[src/rtl/urx_pkg.sv]
package urx_pkg;

  typedef enum logic [1:0] {
    PAR_NONE  = 2'b00,
    PAR_EVEN  = 2'b01,
    PAR_ODD   = 2'b10,
    PAR_NONE2 = 2'b11
  } par_mode_e;

  typedef enum logic [2:0] {
    ST_HUNT,
    ST_START,
    ST_SHIFT,
    ST_WAITHI,
    ST_BREAK
  } rx_state_e;

endpackage

[src/rtl/urx_sync.sv]
module urx_sync #(
  parameter int STAGES = 2
) (
  input  logic clk,
  input  logic rst,
  input  logic d,
  output logic q
);
  logic [STAGES-1:0] pipe;

  always_ff @(posedge clk) begin
    if (rst) pipe <= '1;
    else     pipe <= {pipe[STAGES-2:0], d};
  end

  assign q = pipe[STAGES-1];
endmodule

[src/rtl/urx_deframer.sv]
module urx_deframer
  import urx_pkg::*;
#(
  parameter int OSR      = 16,
  parameter int MIN_DATA = 5,
  parameter int MAX_DATA = 14,
  parameter int LEN_W    = 4,
  parameter int BIDX_W   = 5,
  parameter int CHT_W    = 9,
  parameter int BRK_W    = 16
) (
  input  logic                clk,
  input  logic                rst,
  input  logic                tick,
  input  logic                rx,
  input  logic [LEN_W-1:0]    cfg_len,
  input  logic [1:0]          cfg_parity,
  input  logic                cfg_two_stop,
  output logic                hunting,
  output logic [CHT_W-1:0]    char_ticks,
  output logic                word_valid,
  output logic [MAX_DATA-1:0] word_data,
  output logic                err_frame,
  output logic                err_parity,
  output logic                brk_valid,
  output logic [BRK_W-1:0]    brk_len
);
  localparam int SUB_W = $clog2(OSR);

  rx_state_e            state;
  logic [SUB_W-1:0]     sub;
  logic [BIDX_W-1:0]    bidx;
  logic [MAX_DATA-1:0]  shreg;
  logic                 par_acc, fe, all_low;
  logic [CHT_W-1:0]     brk_ticks;
  logic [BRK_W-1:0]     brk_cnt;

  // format decode
  logic [LEN_W-1:0]  eff_len;
  logic              par_en, par_odd;
  logic [BIDX_W-1:0] n_after, last_idx;

  always_comb begin
    if (cfg_len < LEN_W'(MIN_DATA))      eff_len = LEN_W'(MIN_DATA);
    else if (cfg_len > LEN_W'(MAX_DATA)) eff_len = LEN_W'(MAX_DATA);
    else                                 eff_len = cfg_len;
  end

  assign par_en   = (cfg_parity == PAR_EVEN) || (cfg_parity == PAR_ODD);
  assign par_odd  = (cfg_parity == PAR_ODD);
  assign n_after  = BIDX_W'(eff_len) + BIDX_W'(par_en) + BIDX_W'(1) + BIDX_W'(cfg_two_stop);
  assign last_idx = n_after - BIDX_W'(1);
  assign char_ticks = CHT_W'(n_after + BIDX_W'(1)) * CHT_W'(OSR);
  assign hunting  = (state == ST_HUNT);

  // per-sample next values
  logic                is_data, is_par, is_stop, is_last;
  logic [MAX_DATA-1:0] shreg_n;
  logic                par_n, fe_n, all_low_n;

  assign is_data = bidx < BIDX_W'(eff_len);
  assign is_par  = par_en && (bidx == BIDX_W'(eff_len));
  assign is_stop = !is_data && !is_par;
  assign is_last = (bidx == last_idx);

  always_comb begin
    shreg_n = shreg;
    for (int i = 0; i < MAX_DATA; i++) begin
      if (is_data && (bidx == BIDX_W'(i))) shreg_n[i] = rx;
    end
  end

  assign par_n     = par_acc ^ ((is_data || is_par) & rx);
  assign fe_n      = fe | (is_stop & ~rx);
  assign all_low_n = all_low & ~rx;

  always_ff @(posedge clk) begin
    if (rst) begin
      state      <= ST_HUNT;
      sub        <= '0;
      bidx       <= '0;
      shreg      <= '0;
      par_acc    <= 1'b0;
      fe         <= 1'b0;
      all_low    <= 1'b0;
      brk_ticks  <= '0;
      brk_cnt    <= '0;
      word_valid <= 1'b0;
      word_data  <= '0;
      err_frame  <= 1'b0;
      err_parity <= 1'b0;
      brk_valid  <= 1'b0;
      brk_len    <= '0;
    end else begin
      word_valid <= 1'b0;
      err_frame  <= 1'b0;
      err_parity <= 1'b0;
      brk_valid  <= 1'b0;
      if (tick) begin
        unique case (state)
          ST_HUNT: begin
            if (!rx) begin
              state <= ST_START;
              sub   <= '0;
            end
          end
          ST_START: begin
            if (sub == SUB_W'(OSR/2 - 1)) begin
              if (!rx) begin
                state   <= ST_SHIFT;
                sub     <= '0;
                bidx    <= '0;
                shreg   <= '0;
                par_acc <= 1'b0;
                fe      <= 1'b0;
                all_low <= 1'b1;
              end else begin
                state <= ST_HUNT;
              end
            end else begin
              sub <= sub + SUB_W'(1);
            end
          end
          ST_SHIFT: begin
            if (sub == SUB_W'(OSR - 1)) begin
              sub     <= '0;
              shreg   <= shreg_n;
              par_acc <= par_n;
              fe      <= fe_n;
              all_low <= all_low_n;
              bidx    <= bidx + BIDX_W'(1);
              if (is_last) begin
                if (all_low_n) begin
                  state     <= ST_BREAK;
                  brk_ticks <= '0;
                  brk_cnt   <= BRK_W'(1);
                end else begin
                  word_valid <= 1'b1;
                  word_data  <= shreg_n;
                  err_frame  <= fe_n;
                  err_parity <= par_en & (par_n ^ par_odd);
                  state      <= fe_n ? ST_WAITHI : ST_HUNT;
                end
              end
            end else begin
              sub <= sub + SUB_W'(1);
            end
          end
          ST_WAITHI: begin
            if (rx) state <= ST_HUNT;
          end
          ST_BREAK: begin
            if (rx) begin
              brk_valid <= 1'b1;
              brk_len   <= brk_cnt;
              state     <= ST_HUNT;
            end else if (brk_ticks == char_ticks - CHT_W'(1)) begin
              brk_ticks <= '0;
              if (brk_cnt != '1) brk_cnt <= brk_cnt + BRK_W'(1);
            end else begin
              brk_ticks <= brk_ticks + CHT_W'(1);
            end
          end
          default: state <= ST_HUNT;
        endcase
      end
    end
  end
endmodule

[src/rtl/urx_idle_timer.sv]
module urx_idle_timer #(
  parameter int CHT_W  = 9,
  parameter int IDLE_W = 16
) (
  input  logic              clk,
  input  logic              rst,
  input  logic              tick,
  input  logic              rx,
  input  logic              hunting,
  input  logic              word_done,
  input  logic [CHT_W-1:0]  char_ticks,
  input  logic [IDLE_W-1:0] max_idle,
  output logic              timeout
);
  logic [CHT_W-1:0]  run;
  logic [IDLE_W-1:0] down;
  logic              armed;

  always_ff @(posedge clk) begin
    if (rst) begin
      run     <= '0;
      down    <= '0;
      armed   <= 1'b0;
      timeout <= 1'b0;
    end else begin
      timeout <= 1'b0;
      if (word_done) begin
        down  <= max_idle;
        armed <= (max_idle != '0);
        run   <= '0;
      end else if (tick) begin
        if (!hunting || !rx) begin
          run <= '0;
        end else if (run == char_ticks - CHT_W'(1)) begin
          run <= '0;
          if (armed) begin
            down <= down - IDLE_W'(1);
            if (down == IDLE_W'(1)) begin
              timeout <= 1'b1;
              armed   <= 1'b0;
            end
          end
        end else begin
          run <= run + CHT_W'(1);
        end
      end
    end
  end
endmodule

[src/rtl/uart_rx_idle.sv]
module uart_rx_idle #(
  parameter int OSR      = 16,
  parameter int MIN_DATA = 5,
  parameter int MAX_DATA = 14,
  parameter int IDLE_W   = 16,
  parameter int BRK_W    = 16,
  parameter int SYNC_STG = 2,
  localparam int LEN_W   = $clog2(MAX_DATA + 1),
  localparam int BIDX_W  = $clog2(MAX_DATA + 4),
  localparam int CHT_W   = $clog2(OSR * (MAX_DATA + 4) + 1)
) (
  input  logic                clk,
  input  logic                rst,
  input  logic                tick_x16,
  input  logic                rxd,
  input  logic [LEN_W-1:0]    cfg_data_len,
  input  logic [1:0]          cfg_parity,
  input  logic                cfg_two_stop,
  input  logic [IDLE_W-1:0]   cfg_max_idle,
  output logic                word_valid,
  output logic [MAX_DATA-1:0] word_data,
  output logic                err_frame,
  output logic                err_parity,
  output logic                brk_valid,
  output logic [BRK_W-1:0]    brk_len,
  output logic                idle_timeout
);
  logic             rx_s;
  logic             hunting;
  logic [CHT_W-1:0] char_ticks;

  urx_sync #(.STAGES(SYNC_STG)) u_sync (
    .clk (clk),
    .rst (rst),
    .d   (rxd),
    .q   (rx_s)
  );

  urx_deframer #(
    .OSR(OSR), .MIN_DATA(MIN_DATA), .MAX_DATA(MAX_DATA),
    .LEN_W(LEN_W), .BIDX_W(BIDX_W), .CHT_W(CHT_W), .BRK_W(BRK_W)
  ) u_deframe (
    .clk          (clk),
    .rst          (rst),
    .tick         (tick_x16),
    .rx           (rx_s),
    .cfg_len      (cfg_data_len),
    .cfg_parity   (cfg_parity),
    .cfg_two_stop (cfg_two_stop),
    .hunting      (hunting),
    .char_ticks   (char_ticks),
    .word_valid   (word_valid),
    .word_data    (word_data),
    .err_frame    (err_frame),
    .err_parity   (err_parity),
    .brk_valid    (brk_valid),
    .brk_len      (brk_len)
  );

  urx_idle_timer #(.CHT_W(CHT_W), .IDLE_W(IDLE_W)) u_idle (
    .clk        (clk),
    .rst        (rst),
    .tick       (tick_x16),
    .rx         (rx_s),
    .hunting    (hunting),
    .word_done  (word_valid),
    .char_ticks (char_ticks),
    .max_idle   (cfg_max_idle),
    .timeout    (idle_timeout)
  );
endmodule

[config.mk]
export PLATFORM = sky130hd
export DESIGN_NAME = uart_rx_idle
export DESIGN_NICKNAME = d
export VERILOG_FILES = /design/src/rtl/urx_pkg.sv /design/src/rtl/urx_sync.sv /design/src/rtl/urx_deframer.sv /design/src/rtl/urx_idle_timer.sv /design/src/rtl/uart_rx_idle.sv
export SDC_FILE = /design/constraint.sdc
export NUM_CORES = 1
export LEC_CHECK = 0
export ABC_AREA = 1
export BUFFER_PORTS_ARGS = -buffer_cell sky130_fd_sc_hd__buf_2
export CAP_MARGIN = 20
export CORE_ASPECT_RATIO = 1.2
export CORE_MARGIN = 10
export CORE_UTILIZATION = 60
export DETAILED_ROUTE_END_ITERATION = 10
export PLACE_DENSITY = 0.89
export SETUP_SLACK_MARGIN = 0.4
export SYNTH_ARGS = -nofsm -noshare
export SYNTH_HDL_FRONTEND = slang
export SYNTH_HIERARCHICAL = 1
export SYNTH_SLANG_ARGS = --single-unit
[constraint.sdc]
create_clock -name clk -period 4.5 [get_ports clk]
set_input_delay 0.45 -clock clk [delete_from_list [all_inputs] [get_ports clk]]
set_output_delay 0.45 -clock clk [all_outputs]
set_load 0.01 [all_outputs]
* Word-level counts from Yosys, hierarchy flattened
Index checks and enable logic that the tools add are counted.
Storage, ports and cells: logic and storage cells 212, memory bits (read-only) 0, output and inout port bits 35, bits in writable memories 0, memories 0, bits in latches 0, register bits after elaboration 117, input port bits 27
Operators by class: shift operators 0, order comparisons 3, equal/unequal tests 38, bitwise operators 16, multiplexer cells 76, reduce and logical (&&, ||, !) cells 47, add/sub/neg operators 12, div/mod/pow operators 0, multiply operators 0
Operators by type and width (number):
- two-way mux 16 bit | 11
- two-way mux 9 bit | 7
- two-way mux 14 bit | 3
- case mux 16 bit (2 select lines) | 1
- equality test 5 x 4 -> 1 bit, second input constant | 6
- two-way mux 1 bit | 30
- case mux 14 bit (2 select lines) | 1
- equality test 5 x 3 -> 1 bit, second input constant | 4
- two-way mux 4 bit | 5
- adder 9 x 1 -> 9 bit, second input constant | 2
- equality test 9 bit | 2
- two-way mux 3 bit | 6
- case mux 9 bit (2 select lines) | 1
- adder 16 x 1 -> 16 bit, second input constant | 1
- equality test 16 x 1 -> 1 bit, second input constant | 1
- logical AND 1 bit | 16
- != test 16 bit, second input constant | 1
- nonzero test 16 bit | 1
- subtractor 16 x 1 -> 16 bit, second input constant | 1
- adder 5 x 1 -> 5 bit, second input constant | 3
- two-way mux 5 bit | 3
- != test 2 x 1 -> 1 bit, second input constant | 7
- case mux 3 bit (4 select lines) | 1
- case mux 4 bit (3 select lines) | 1
- 43 further kinds | 77

* Longest topological paths before layout
word-level depth 14, gate-level depth with buffers 27

* Cells and area by module
Netlist, hierarchy kept.
Modules (own cells, without submodules):
- urx_deframer | area an instance 4916.0 um^2, times used 1, seq. area each 1761.7 um^2, cells each 752
- urx_idle_timer | area an instance 2100.8 um^2, times used 1, seq. area each 540.5 um^2, cells each 352
- urx_sync | area an instance 58.8 um^2, times used 1, seq. area each 40.0 um^2, cells each 7

* Worst setup path after synthesis
Ideal clock, no wire load.
path type input port to flip-flop, start point input cfg_parity[0], end point register u_idle.down[7], cell stages on the path 26, library setup time 0.113 ns, data required time 4.387 ns, arrival 3.318 ns, path buffers 1, slack 1.069 ns, cells stage by stage inv_1 -> ha_1 -> ha_1 -> inv_1 -> ha_1 -> inv_1 -> fa_1 -> inv_1 -> ha_1 -> inv_1 -> nand3_1 -> nand2_1 -> inv_1 -> inv_1 -> nand3_1 -> nor2_1 -> nand2_1 -> nand2_1 -> nand2_1 -> nor2_1 -> nand3_1 -> nand2_2 -> nand2_4 -> buf_6 -> nor2_1 -> nor2_1
Between the ends: cells in the longest elaborated chain, start to end 10, elaborated cells between the ends (all ways) 11, those cells by class add/sub (5); eq/ne (3); reduce/logical (3)
Ends and longest elaborated chain:
- start, declared | RTL line uart_rx_idle.sv:17 | input logic [1:0] cfg_parity,
- equality test 2 x 1 -> 1 bit or equality test 2 bit (tied branches) | RTL line urx_deframer.sv:49 | assign par_en = (cfg_parity == PAR_EVEN) || (cfg_parity == PAR_ODD);
- logical OR 1 bit * | RTL line urx_deframer.sv:49
- adder 4 x 1 -> 5 bit * | RTL line urx_deframer.sv:51 | assign n_after = BIDX_W'(eff_len) + BIDX_W'(par_en) + BIDX_W'(1) + BIDX_W'(cfg_two_stop);
- adder 5 x 1 -> 5 bit * (2 in a row) | RTL line urx_deframer.sv:51
- adder 5 x 1 -> 5 bit * | RTL line urx_deframer.sv:53 | assign char_ticks = CHT_W'(n_after + BIDX_W'(1)) * CHT_W'(OSR);
- net char_ticks[6] | RTL line uart_rx_idle.sv:30 | logic [CHT_W-1:0] char_ticks;
- subtractor 9 x 1 -> 9 bit * | RTL line urx_idle_timer.sv:34 | end else if (run == char_ticks - CHT_W'(1)) begin
- equality test 9 bit * | RTL line urx_idle_timer.sv:34
- nonzero test 2 bit (no line) *
- AND reduction 4 bit (no line) *
- end signal, assigned | RTL line urx_idle_timer.sv:28 | down <= max_idle;
- end signal, assigned | RTL line urx_idle_timer.sv:37 | down <= down - IDLE_W'(1);
- end, declared | RTL line urx_idle_timer.sv:16 | logic [IDLE_W-1:0] down;
The timed path passes the listed nets; every way through them passes the cells marked *. A chain may end at the register's enable or synchronous reset.

* Final worst setup path
Same ends and word-level chain as after synthesis.

==> summary.txt <==
Run status
  – Outcome: completed

STA
  – RSZ-0062 raised after global routing: no
  – Max Slew Vio Count: 0
  – Final Cycle Share: 81.24%
  – Min Clock Period, post-route: 3656 ps
  – Slew @ Worst Pin: 836.7 ps
  – Hold Vio Cnt, Final: 0
  – Max frequency: ~270 MHz
  – Setup TNS: 0 ps
  – Clock skew: 7.203 ps
  – Slew headroom: 44.06%
  – Setup-failing EPs final: 0

Clocking
  – Postcts setup bufs: 0
  – CTS max path bufs: 2
  – Hold-fix buffers, CTS: 0
  – Skew-Pair Late Insertion Delay: 410 ps
  – CTS clock-pin slew for the worst setup and hold paths: 50 ps
  – Post-cts resize count: 0
  – TritonCTS clock tree: done
  – CTS sink cnt: 117
  – H-Tree Depth: 4
  – CTS Buf Count: 17
  – CTS Root Buffer Type: clkbuf_16

Detailed routing
  – DR vias: 7,246
  – Routed Wire Length: 17.19 mm
  – Drt wl/cell: between 10 and 15 um
  – First-pass DRT Iterations: 5
  – Number of remaining DRC errors: 0
  – Vias per cell: roughly 5.5
  – Detail Route Antenna Nets: 0
  – Initial DRC Count: about 660

Power
  – Total power: between 0.003 and 0.004 W
  – Clk pwr share: 43.1%
  – Switching share of power: 31.87%
  – P_leak: 3.501 nW
  – PD cells: roughly 400 nW/um^2
  – Peak supply drop: between 200 and 250 uV
  – Sequential power share: 35.3%
  – Power Internal: 0.002163 W
  – Psw: approximately 0.0010 W
  – Comb pwr share: a little over a fifth

Flow run
  – Max-Cap Viols: 0

Placed design
  – RePlAce Congestion: 0.9680
  – Port bufs: slightly above 60
  – Inst Count DP: 1,298
  – Post-DP HPWL: ~12 mm
  – Cell Area, Placed: between 7000 and 8000 sq um

Finish
  – Design area: approximately 8000 sq um
  – Commonest non-fill, non-tap cell in the layout: nand2_1
  – Final cell count without fillers: 1,329
  – Layout Area Growth over Synthesis: 13.35%
  – Number of diodes: 0
  – Most frequent cells in the layout: nand2_1 (262), inv_1 (147), nor2_1 (124)
  – Share of layout cells above drive strength 1: 10.67%
  – Fin nets: 1,209

Worst setup path
  – Critical path class: input pin to flop
  – Arr. time, crit path: 3960 ps
  – Critical Path RT: 4800 ps
  – R2R cell count: 13
  – Crit path capture type: flop
  – CP Launch Type: input pin
  – Worst Path Max Fanout: 21

Logic synthesis
  – Post-synth EDFFs: 0
  – Area share of the largest cell type after synthesis: between 30 and 40%
  – Top post-synthesis cells by area: dfxtp_1 (33%), nand2_1 (14%), inv_1 (7.8%)
  – Sequential area share after synthesis: roughly a third
  – Largest area contributor in the netlist: dfxtp_1
  – Total of warnings raised by yosys: 6
  – Synth Instances: 1,111
  – Cell area after synthesis: 7076 sq um
  – Share of flip-flops with an asynchronous set or reset: 0%
  – Syn Area/Cell: ~6.4 sq um
  – Synth cell types: 45
  – Yosys reg bits: 117
  – Synth Flop Type: dfxtp_1

GRT
  – Total gr overflow: 0
  – Initial antenna violation count: 0
  – Number of global-route vias before repair: 6,646
  – First-pass GRT wire length: between 20 and 30 mm
  – Pin count of the biggest net entering global routing: 53
  – GRT Total Usage: between 20 and 25%

Die
  – Row count: between 40 and 50
  – Die height: 139.0 um
  – I/O pins: 62
  – Initial core utilization: 61.17%
  – Die area: 16,550 sq um
  – Die X: 119.1 um
  – Core ar.: 11,570 sq um

Min path
  – Worst Hold Class: input pin to flop
  – Hold depth: 3
[sequential cells by signal (all words and copies together), names as in the netlist]
name	flops
u_deframe/bidx	5
u_deframe/word_data	14
u_deframe/word_valid	1
u_idle/down	16
u_deframe/state	3
u_deframe/par_acc	1
u_deframe/sub	4
u_deframe/fe	1
u_deframe/err_frame	1
u_idle/run	9
u_deframe/shreg	14
u_deframe/brk_cnt	16
u_idle/armed	1
u_idle/timeout	1
u_sync/pipe	2
u_deframe/err_parity	1
u_deframe/all_low	1
u_deframe/brk_ticks	9
u_deframe/brk_valid	1
u_deframe/brk_len	16
[power groups by stage]
stage               clock network, W  registers (W)  logic [W]
global placement                   0        0.00114   0.000651
floorplan                          0        0.00113   0.000543
global route                 0.00143        0.00113   0.000777
detailed placement                 0        0.00114   0.000667
CTS                          0.00138        0.00112   0.000675
finish                       0.00137        0.00112   0.000687
[kinds of logic (layout without fill, tap and decap cells)]
kind of cell | Yosys count | after routing | synth area share, %
AO/OA/AOI/OAI | 195 | 195 | 14.84
XOR/XNOR | 20 | 20 | 2.476
adder cells (fa/ha/maj) | 22 | 22 | 3.996
buffers and inverters | 192 | 250 | 10.96
flip-flops | 117 | 117 | 33.10
multiplexers | 2 | 2 | 0.2829
other | 1 | 4 | 0.05300
AND/OR/NAND/NOR | 562 | 562 | 34.29
[cell type report]
class,instances,area (sq um)
Multi-Input combinational cell,805,3969
Inverter,154,578.1
Clock buffer,20,446.7
Clock inverter,11,152.6
Tap cell,157,196.4
Sequential cell,117,2342
Timing Repair Buffer,65,335.3
Fill cell,954,3547
[critical path: stages]
cell and delay [ps]:
buf_2 70, inv_1 30, ha_1 300, ha_1 270
inv_1 50, ha_1 150, inv_1 60, fa_1 570
inv_1 60, ha_1 210, inv_1 110, nand3_1 90
nand2_1 80, inv_1 60, inv_1 70, nand2_1 50
nand2_1 90, nor2_1 50, nor2_1 80, nand3_1 100
nor2_2 120, nand3_1 90, nand2_2 340, nand2_4 200
nor2_1 150, nor2_1 60
[cell usage after synthesis, types with 9 or more instances]
cell,n
nor3_1,23
xnor2_1,9
inv_1,147
o31ai_1,9
o21ai_0,60
nand2_1,262
dfxtp_1,117
clkbuf_1,19
nand3_1,101
nor2_1,124
ha_1,21
nand4_1,18
a21oi_1,99
xor2_1,11
[per-layer routing]
layer,global-route usage [%],vias up,routed length (um)
met3,4.073,25,1033
met1,23.00,3295,7237
met5,0,-,0
li1,-,3696,-
met4,7.598,0,204
met2,36.40,230,8714
[worst paths after layout]
path	startpoint	end	slack [ps]
worst min-delay path	rxd	u_sync/pipe[0]$_SDFF_PP1_	210
worst min register to register	u_sync/pipe[0]$_SDFF_PP1_	u_sync/pipe[1]$_SDFF_PP1_	410
worst max-delay path	cfg_parity[0]	u_idle/down[7]$_SDFFE_PP0P_	840
worst max register to register	u_deframe/sub[0]$_SDFFE_PP0P_	u_deframe/word_data[8]$_SDFFE_PP0P_	1750
[stage by stage]
| stage | util (%) | worst slack (ps) | hold WS, ps |
|---|---|---|---|
| finish | 69.33 | 844.2 | 212.8 |
| global route | 69.33 | 484.6 | 238.4 |
| CTS | 69.33 | 869.6 | 206.2 |
| detailed placement | 64.15 | 448.6 | 407.8 |
| global placement | 64.15 | 554.6 | 402.3 |
| floorplan | - | 1069 | 386.5 |
No activity file was read; power rests on OpenSTA's default activity.
